===== config.mk =====
export PLATFORM = sky130hd
export DESIGN_NAME = frame_exposure_seq
export DESIGN_NICKNAME = d
export VERILOG_FILES = /design/src/rtl/fexp_pkg.sv /design/src/rtl/fexp_sync.sv /design/src/rtl/fexp_ctrl.sv /design/src/rtl/fexp_rowgen.sv /design/src/rtl/frame_exposure_seq.sv
export SDC_FILE = /design/constraint.sdc
export NUM_CORES = 1
export LEC_CHECK = 0
export BUFFER_PORTS_ARGS = -buffer_cell sky130_fd_sc_hd__buf_2
export CAP_MARGIN = 10
export CORE_MARGIN = 2
export CORE_UTILIZATION = 58
export CTS_CLUSTER_SIZE = 14
export DETAILED_ROUTE_END_ITERATION = 12
export PLACE_DENSITY = 0.85
export SLEW_MARGIN = 0
export SYNTH_ARGS = -nofsm -noshare
export SYNTH_HDL_FRONTEND = slang
export SYNTH_SLANG_ARGS = --single-unit

===== constraint.sdc =====
create_clock -name clk -period 3.7 [get_ports clk]
set_clock_uncertainty 0.2 [all_clocks]
set_input_delay 0.74 -clock clk [delete_from_list [all_inputs] [get_ports clk]]
set_output_delay 0.74 -clock clk [all_outputs]
set_load 0.02 [all_outputs]

===== src/rtl/fexp_pkg.sv =====
package fexp_pkg;

    typedef enum logic [1:0] {
        PH_IDLE = 2'd0,
        PH_PRE  = 2'd1,
        PH_INT  = 2'd2,
        PH_READ = 2'd3
    } phase_e;

    typedef struct packed {
        logic pre;
        logic integ;
        logic rd;
    } phase_flags_t;

    function automatic phase_flags_t phase_flags(phase_e p);
        phase_flags_t f;
        f.pre   = (p == PH_PRE);
        f.integ = (p == PH_INT);
        f.rd    = (p == PH_READ);
        return f;
    endfunction

    function automatic int cnt_width(int n);
        return (n > 1) ? $clog2(n) : 1;
    endfunction

endpackage


===== src/rtl/fexp_sync.sv =====
module fexp_sync #(
    parameter int STAGES = 2
) (
    input  logic clk,
    input  logic rst,
    input  logic clr,
    input  logic d,
    output logic q,
    output logic rise
);
    logic [STAGES-1:0] sh;
    logic              q_prev;

    generate
        if (STAGES == 1) begin : g_one
            always_ff @(posedge clk) begin
                if (rst || clr) sh <= '0;
                else            sh <= d;
            end
        end else begin : g_chain
            always_ff @(posedge clk) begin
                if (rst || clr) sh <= '0;
                else            sh <= {sh[STAGES-2:0], d};
            end
        end
    endgenerate

    always_ff @(posedge clk) begin
        if (rst || clr) q_prev <= 1'b0;
        else            q_prev <= sh[STAGES-1];
    end

    assign q    = sh[STAGES-1];
    assign rise = sh[STAGES-1] & ~q_prev;
endmodule


===== src/rtl/fexp_ctrl.sv =====
module fexp_ctrl
    import fexp_pkg::*;
#(
    parameter int PRE_CYCLES = 64
) (
    input  logic   clk,
    input  logic   rst,
    input  logic   halt,
    input  logic   req_lvl,
    input  logic   req_rise,
    input  logic   rows_done,
    output phase_e phase,
    output logic   err_set
);
    localparam int PW = cnt_width(PRE_CYCLES);
    localparam logic [PW-1:0] PRE_LAST = PW'(PRE_CYCLES - 1);

    phase_e         state, state_nx;
    logic [PW-1:0]  pre_cnt, pre_cnt_nx;

    always_comb begin
        state_nx   = state;
        pre_cnt_nx = pre_cnt;
        err_set    = 1'b0;
        unique case (state)
            PH_IDLE: begin
                pre_cnt_nx = '0;
                if (req_rise) state_nx = PH_PRE;
            end
            PH_PRE: begin
                if (!req_lvl) begin
                    err_set    = 1'b1;
                    state_nx   = PH_IDLE;
                    pre_cnt_nx = '0;
                end else if (pre_cnt == PRE_LAST) begin
                    state_nx   = PH_INT;
                    pre_cnt_nx = '0;
                end else begin
                    pre_cnt_nx = pre_cnt + 1'b1;
                end
            end
            PH_INT: begin
                if (!req_lvl) state_nx = PH_READ;
            end
            PH_READ: begin
                if (rows_done) state_nx = PH_IDLE;
            end
            default: state_nx = PH_IDLE;
        endcase
        if (halt) err_set = 1'b0;
    end

    always_ff @(posedge clk) begin
        if (rst || halt) begin
            state   <= PH_IDLE;
            pre_cnt <= '0;
        end else begin
            state   <= state_nx;
            pre_cnt <= pre_cnt_nx;
        end
    end

    assign phase = state;
endmodule


===== src/rtl/fexp_rowgen.sv =====
module fexp_rowgen
    import fexp_pkg::*;
#(
    parameter int ROWS    = 288,
    parameter int ROW_GAP = 4
) (
    input  logic                      clk,
    input  logic                      rst,
    input  logic                      halt,
    input  logic                      en,
    output logic                      row_adv,
    output logic [cnt_width(ROWS)-1:0] row_idx,
    output logic                      last
);
    localparam int RW = cnt_width(ROWS);
    localparam int GW = cnt_width(ROW_GAP);
    localparam logic [RW-1:0] ROW_LAST = RW'(ROWS - 1);
    localparam logic [GW-1:0] GAP_LAST = GW'(ROW_GAP - 1);

    logic [RW-1:0] row_q;
    logic [GW-1:0] gap_q;
    logic          gap_end;

    assign gap_end = (gap_q == GAP_LAST);

    always_ff @(posedge clk) begin
        if (rst || halt || !en) begin
            row_q <= '0;
            gap_q <= '0;
        end else if (gap_end) begin
            gap_q <= '0;
            if (row_q != ROW_LAST) row_q <= row_q + 1'b1;
        end else begin
            gap_q <= gap_q + 1'b1;
        end
    end

    assign row_adv = en && (gap_q == '0);
    assign row_idx = row_q;
    assign last    = en && gap_end && (row_q == ROW_LAST);
endmodule


===== src/rtl/frame_exposure_seq.sv =====
module frame_exposure_seq
    import fexp_pkg::*;
#(
    parameter int PRE_CYCLES  = 64,
    parameter int ROWS        = 288,
    parameter int ROW_GAP     = 4,
    parameter int SYNC_STAGES = 2
) (
    input  logic                       clk,
    input  logic                       rst,
    input  logic                       pwdn,
    input  logic                       exp_req,
    output logic                       precharge,
    output logic                       integrating,
    output logic                       reading,
    output logic                       row_adv,
    output logic [cnt_width(ROWS)-1:0] row_idx,
    output logic                       busy,
    output logic                       short_err
);
    localparam int RW = cnt_width(ROWS);

    logic         req_s, req_rise;
    logic         rows_done, err_set;
    phase_e       phase;
    phase_flags_t flags;
    logic         err_q;
    logic [RW-1:0] idx_w;
    logic         adv_w;

    fexp_sync #(.STAGES(SYNC_STAGES)) u_sync (
        .clk (clk),
        .rst (rst),
        .clr (pwdn),
        .d   (exp_req),
        .q   (req_s),
        .rise(req_rise)
    );

    fexp_ctrl #(.PRE_CYCLES(PRE_CYCLES)) u_ctrl (
        .clk      (clk),
        .rst      (rst),
        .halt     (pwdn),
        .req_lvl  (req_s),
        .req_rise (req_rise),
        .rows_done(rows_done),
        .phase    (phase),
        .err_set  (err_set)
    );

    assign flags = phase_flags(phase);

    fexp_rowgen #(.ROWS(ROWS), .ROW_GAP(ROW_GAP)) u_rows (
        .clk    (clk),
        .rst    (rst),
        .halt   (pwdn),
        .en     (flags.rd),
        .row_adv(adv_w),
        .row_idx(idx_w),
        .last   (rows_done)
    );

    always_ff @(posedge clk) begin
        if (rst)          err_q <= 1'b0;
        else if (err_set) err_q <= 1'b1;
    end

    assign precharge   = flags.pre;
    assign integrating = flags.integ;
    assign reading     = flags.rd;
    assign row_adv     = adv_w;
    assign row_idx     = idx_w;
    assign busy        = (phase != PH_IDLE);
    assign short_err   = err_q;
endmodule


==> summary.txt <==
Clock tree
  • Hold-fix buffers at CTS: 0
  • TritonCTS clock tree: built
  • Max clock buf depth: 2
  • Clock Pin Slew Worst Setup and Hold Paths: 0.13 ns
  • Htree depth: 1
  • Num CTS Buffers: 3
  • Gates resized, CTS repair: 0
  • Clock Tree Root: clkbuf_4
  • Clock Latency Late Sink: 0.31 ns
  • Clk sinks: 23
  • Setup Buffers After CTS: 0

Drt
  • DRT Wirelength: 2428 um
  • Via count: 1027
  • First drt pass iteration count: 4
  • DR DRC count: 0
  • Average vias per placed instance: 6.077
  • Wire per inst: 14.37 um
  • 1st-iter DRT viols: 38
  • Antenna violation net count after detailed routing: 0

Worst setup path
  • Slowest cell on the critical path: dfxtp_1
  • Worst-path cell chain: nor2b_1, buf_2
  • Worst Path Class, Setup: register to primary output
  • Worst-path maximum fanout: 12
  • Critical path required time: 2.76 ns
  • CP arrival: 1.33 ns
  • Top delay family on crit path: flip-flops
  • CP endpoint kind: primary output
  • Startpoint types: register
  • Launch point of the worst path: u_ctrl.phase[0]
  • Crit Reg-Reg Startpoint: u_rows.gap_q[0]
  • CP Buf/Inv Count: 1
  • Slowest stage delay, CP: 0.56 ns

Power
  • Clock power share: 30.9%
  • Max VDD drop: 0.0002571 V
  • Pint: 0.2914 mW
  • Lkg Pwr: 0.4713 nW
  • Switching portion of total power: 21.36%
  • Comb pwr share: 1.9%
  • Sw power: 0.07914 mW
  • Power Dens Cells: 298.2 mW/mm^2
  • Reg power frac: 67.3%

Logic synthesis
  • #FFs+latches synth: 23
  • Simple-gate portion of the synthesized area: 29.66%
  • Post-synthesis adder-cell area fraction: 4.545%
  • Yosys top cell by area: dfxtp_1
  • Top cell type's share of synthesized area: 41.82%
  • Largest family of logic cells by synthesized area: simple AND/OR/NAND/NOR gates
  • Post-Syn Instances: 124
  • Post-Synth XOR/XNOR Area: 0.7955%
  • Avg Cell Area, Syn: 8.879 um^2
  • Synth area leaders: dfxtp_1 42%, nand2_1 4.8%, ha_1 4.5%, a21oi_1 4.1%, mux2i_1 2.7%
  • Mux cell area share after synthesis: 2.727%
  • Mapped cell area: 0.001101 mm^2
  • Compound-cell area share of the yosys netlist: 17.39%
  • Yosys cell types: 38
  • Yosys warning count: 0
  • Syn_nets: 132
  • Sequential area share after synthesis: 41.82%

STA
  • Fmax: 440.8 MHz
  • RSZ-0062 raised after global routing: false
  • Rel. slew slack: 41.94%
  • Slack of the critical path: 1.432 ns
  • Worst slew pin tran: 0.8591 ns
  • Period utilisation layout: 61.31%
  • Final Hold Vio Count: 0
  • Finish-stage setup viols: 0
  • Slew Limit Fails: 0
  • Post-route minimum period: 2.269 ns
  • TNS Setup: 0 ns

Layout
  • Finished Layout Cells: 169
  • Util after Layout: 70.43%
  • Final nets: 153
  • Layout cell share with drive strength beyond 1: 18.06%
  • Ant. Diodes: 0
  • Area grow syn2layout: 12.84%

Floorplanning
  • Starting Density: 62.41%
  • Ports: 19
  • Horiz. Die Dim: 47.57 um
  • Chip Height: 47.57 um
  • Core area: 0.001764 mm^2
  • FP Rows: 15
  • Die area: 0.002263 mm^2

Placed design
  • Placed Instances: 165
  • Gpl congestion: 0.7734
  • Port bufs: 18
  • Dpl hpwl: 1744 um
  • Pre-CTS WS: 1.431 ns

Worst hold path
  • Hold Crit Class: register to register
  • Min-Delay Startpoint: u_sync.sh[0]

GRT
  • Vias in the first global route: 895
  • Tot GR Track Use: 24.11%
  • Met1 GRT Util: 32.79%
  • Most Crowded Layer GR: met2
  • First-pass GRT wire length: 3891 um
  • Pin count of the biggest net entering global routing: 16
  • GRT Residual Overflow: 0
  • Met3 GRT Util: 3.396%
  • Initial antenna violation count: 0
  • Met2 Use GR: 40.00%

Run status
  • Status: complete, no violations

Job
  • Max Cap Viol: 0
==> synthesized netlist by cell type, drive strengths merged <==
master / instances
nor4b: 1
nand3b: 1
nor2b: 4
or4b: 2
nor4: 2
inv: 7
nor3: 4
xor2: 1
o2111ai: 1
nor2: 4
a21oi: 9
or3: 1
clkbuf: 2
nor4bb: 2
mux2i: 3
nand2: 14
dfxtp: 23
nand2b: 1
o21ai: 4
nand3: 3
ha: 4
a311oi: 2
nand4: 1
a22oi: 2
nand4b: 1
and3: 2
o31a: 1
a211oi: 2
o31ai: 4
or4: 3
a31oi: 1
and3b: 2
nor3b: 2
a41oi: 2
and2: 3
or2: 2
o211ai: 1
==> sequential cells by signal (all words and copies together), names as in the netlist, named ones only <==
name and count:
u_rows.row_idx 9, short_err 1, u_ctrl.phase 1, u_ctrl.pre_cnt 6, u_rows.gap_q 2, u_sync.q_prev 1
u_sync.sh 2
==> routing by layer <==
metal | vias up | wire length [um] | share of wire, %
li1 | 508 | - | -
met1 | 472 | 1115 | 46
met2 | 43 | 1167 | 48
met3 | 4 | 131 | 5.4
met4 | 0 | 14 | 0.58
met5 | - | 0 | 0
==> layout make-up <==
type	instances	area, um^2
multi-input combinational	92	606.8
fill	170	521.8
sequential	23	460.4
timing repair buffer	18	90.09
tap	25	31.28
inverter	7	26.28
clock buffer	3	22.52
clock inverter	1	5.005
==> stage by stage <==
step | hold slack, ns | instance area (um^2) | power [mW]
4_1_cts | 0.2533 | 1242 | 0.3736
3_5_place_dp | 0.2227 | 1215 | 0.2615
2_1_floorplan | 0.2057 | 1101 | 0.2578
6_report | 0.2559 | 1242 | 0.3705
3_3_place_gp | 0.2134 | 1215 | 0.2609
5_1_grt | 0.2788 | 1242 | 0.3834
==> power by group through the flow <==
| stage | clock (mW) | combinational, mW | sequential [mW] |
|---|---|---|---|
| 2_1_floorplan | 0 | 0.00340 | 0.254 |
| 4_1_cts | 0.118 | 0.00684 | 0.249 |
| 6_report | 0.114 | 0.00688 | 0.249 |
| 3_5_place_dp | 0 | 0.00676 | 0.255 |
| 5_1_grt | 0.127 | 0.00748 | 0.249 |
| 3_3_place_gp | 0 | 0.00625 | 0.255 |
==> layout by cell type, fill, tap and decap left out, types with 4 or more instances in the layout <==
cell type  count
a21oi_1        9
buf_2         18
dfxtp_1       23
ha_1           4
inv_1          7
nand2_1       14
nor2_1         4
nor2b_1        4
nor3_1         4
o21ai_0        4
o31ai_1        4
==> cells by family after synthesis <==
| family | Yosys count |
|---|---|
| AND/OR/NAND/NOR | 55 |
| AO/OA/AOI/OAI | 29 |
| flip-flops | 23 |
| buffers and inverters | 9 |
| adder cells (fa/ha/maj) | 4 |
| multiplexers | 3 |
| XOR/XNOR | 1 |
==> final timing paths <==
check	to	slack, ns	cells past startpoint
worst max register to register	u_rows.row_idx[8]	1.71	4
worst max-delay path	precharge	1.43	2
worst min register to register	u_sync.sh[1]	0.26	1
worst min-delay path	u_sync.sh[1]	0.26	1
==> worst reg2reg max path, stage by stage, from the launching register on <==
cell and delay, ns:
dfxtp_1 0.38, ha_1 0.32, nand3_1 0.31, or4_1 0.56, a21oi_1 0.15
Power figures use the tool's default switching activity.
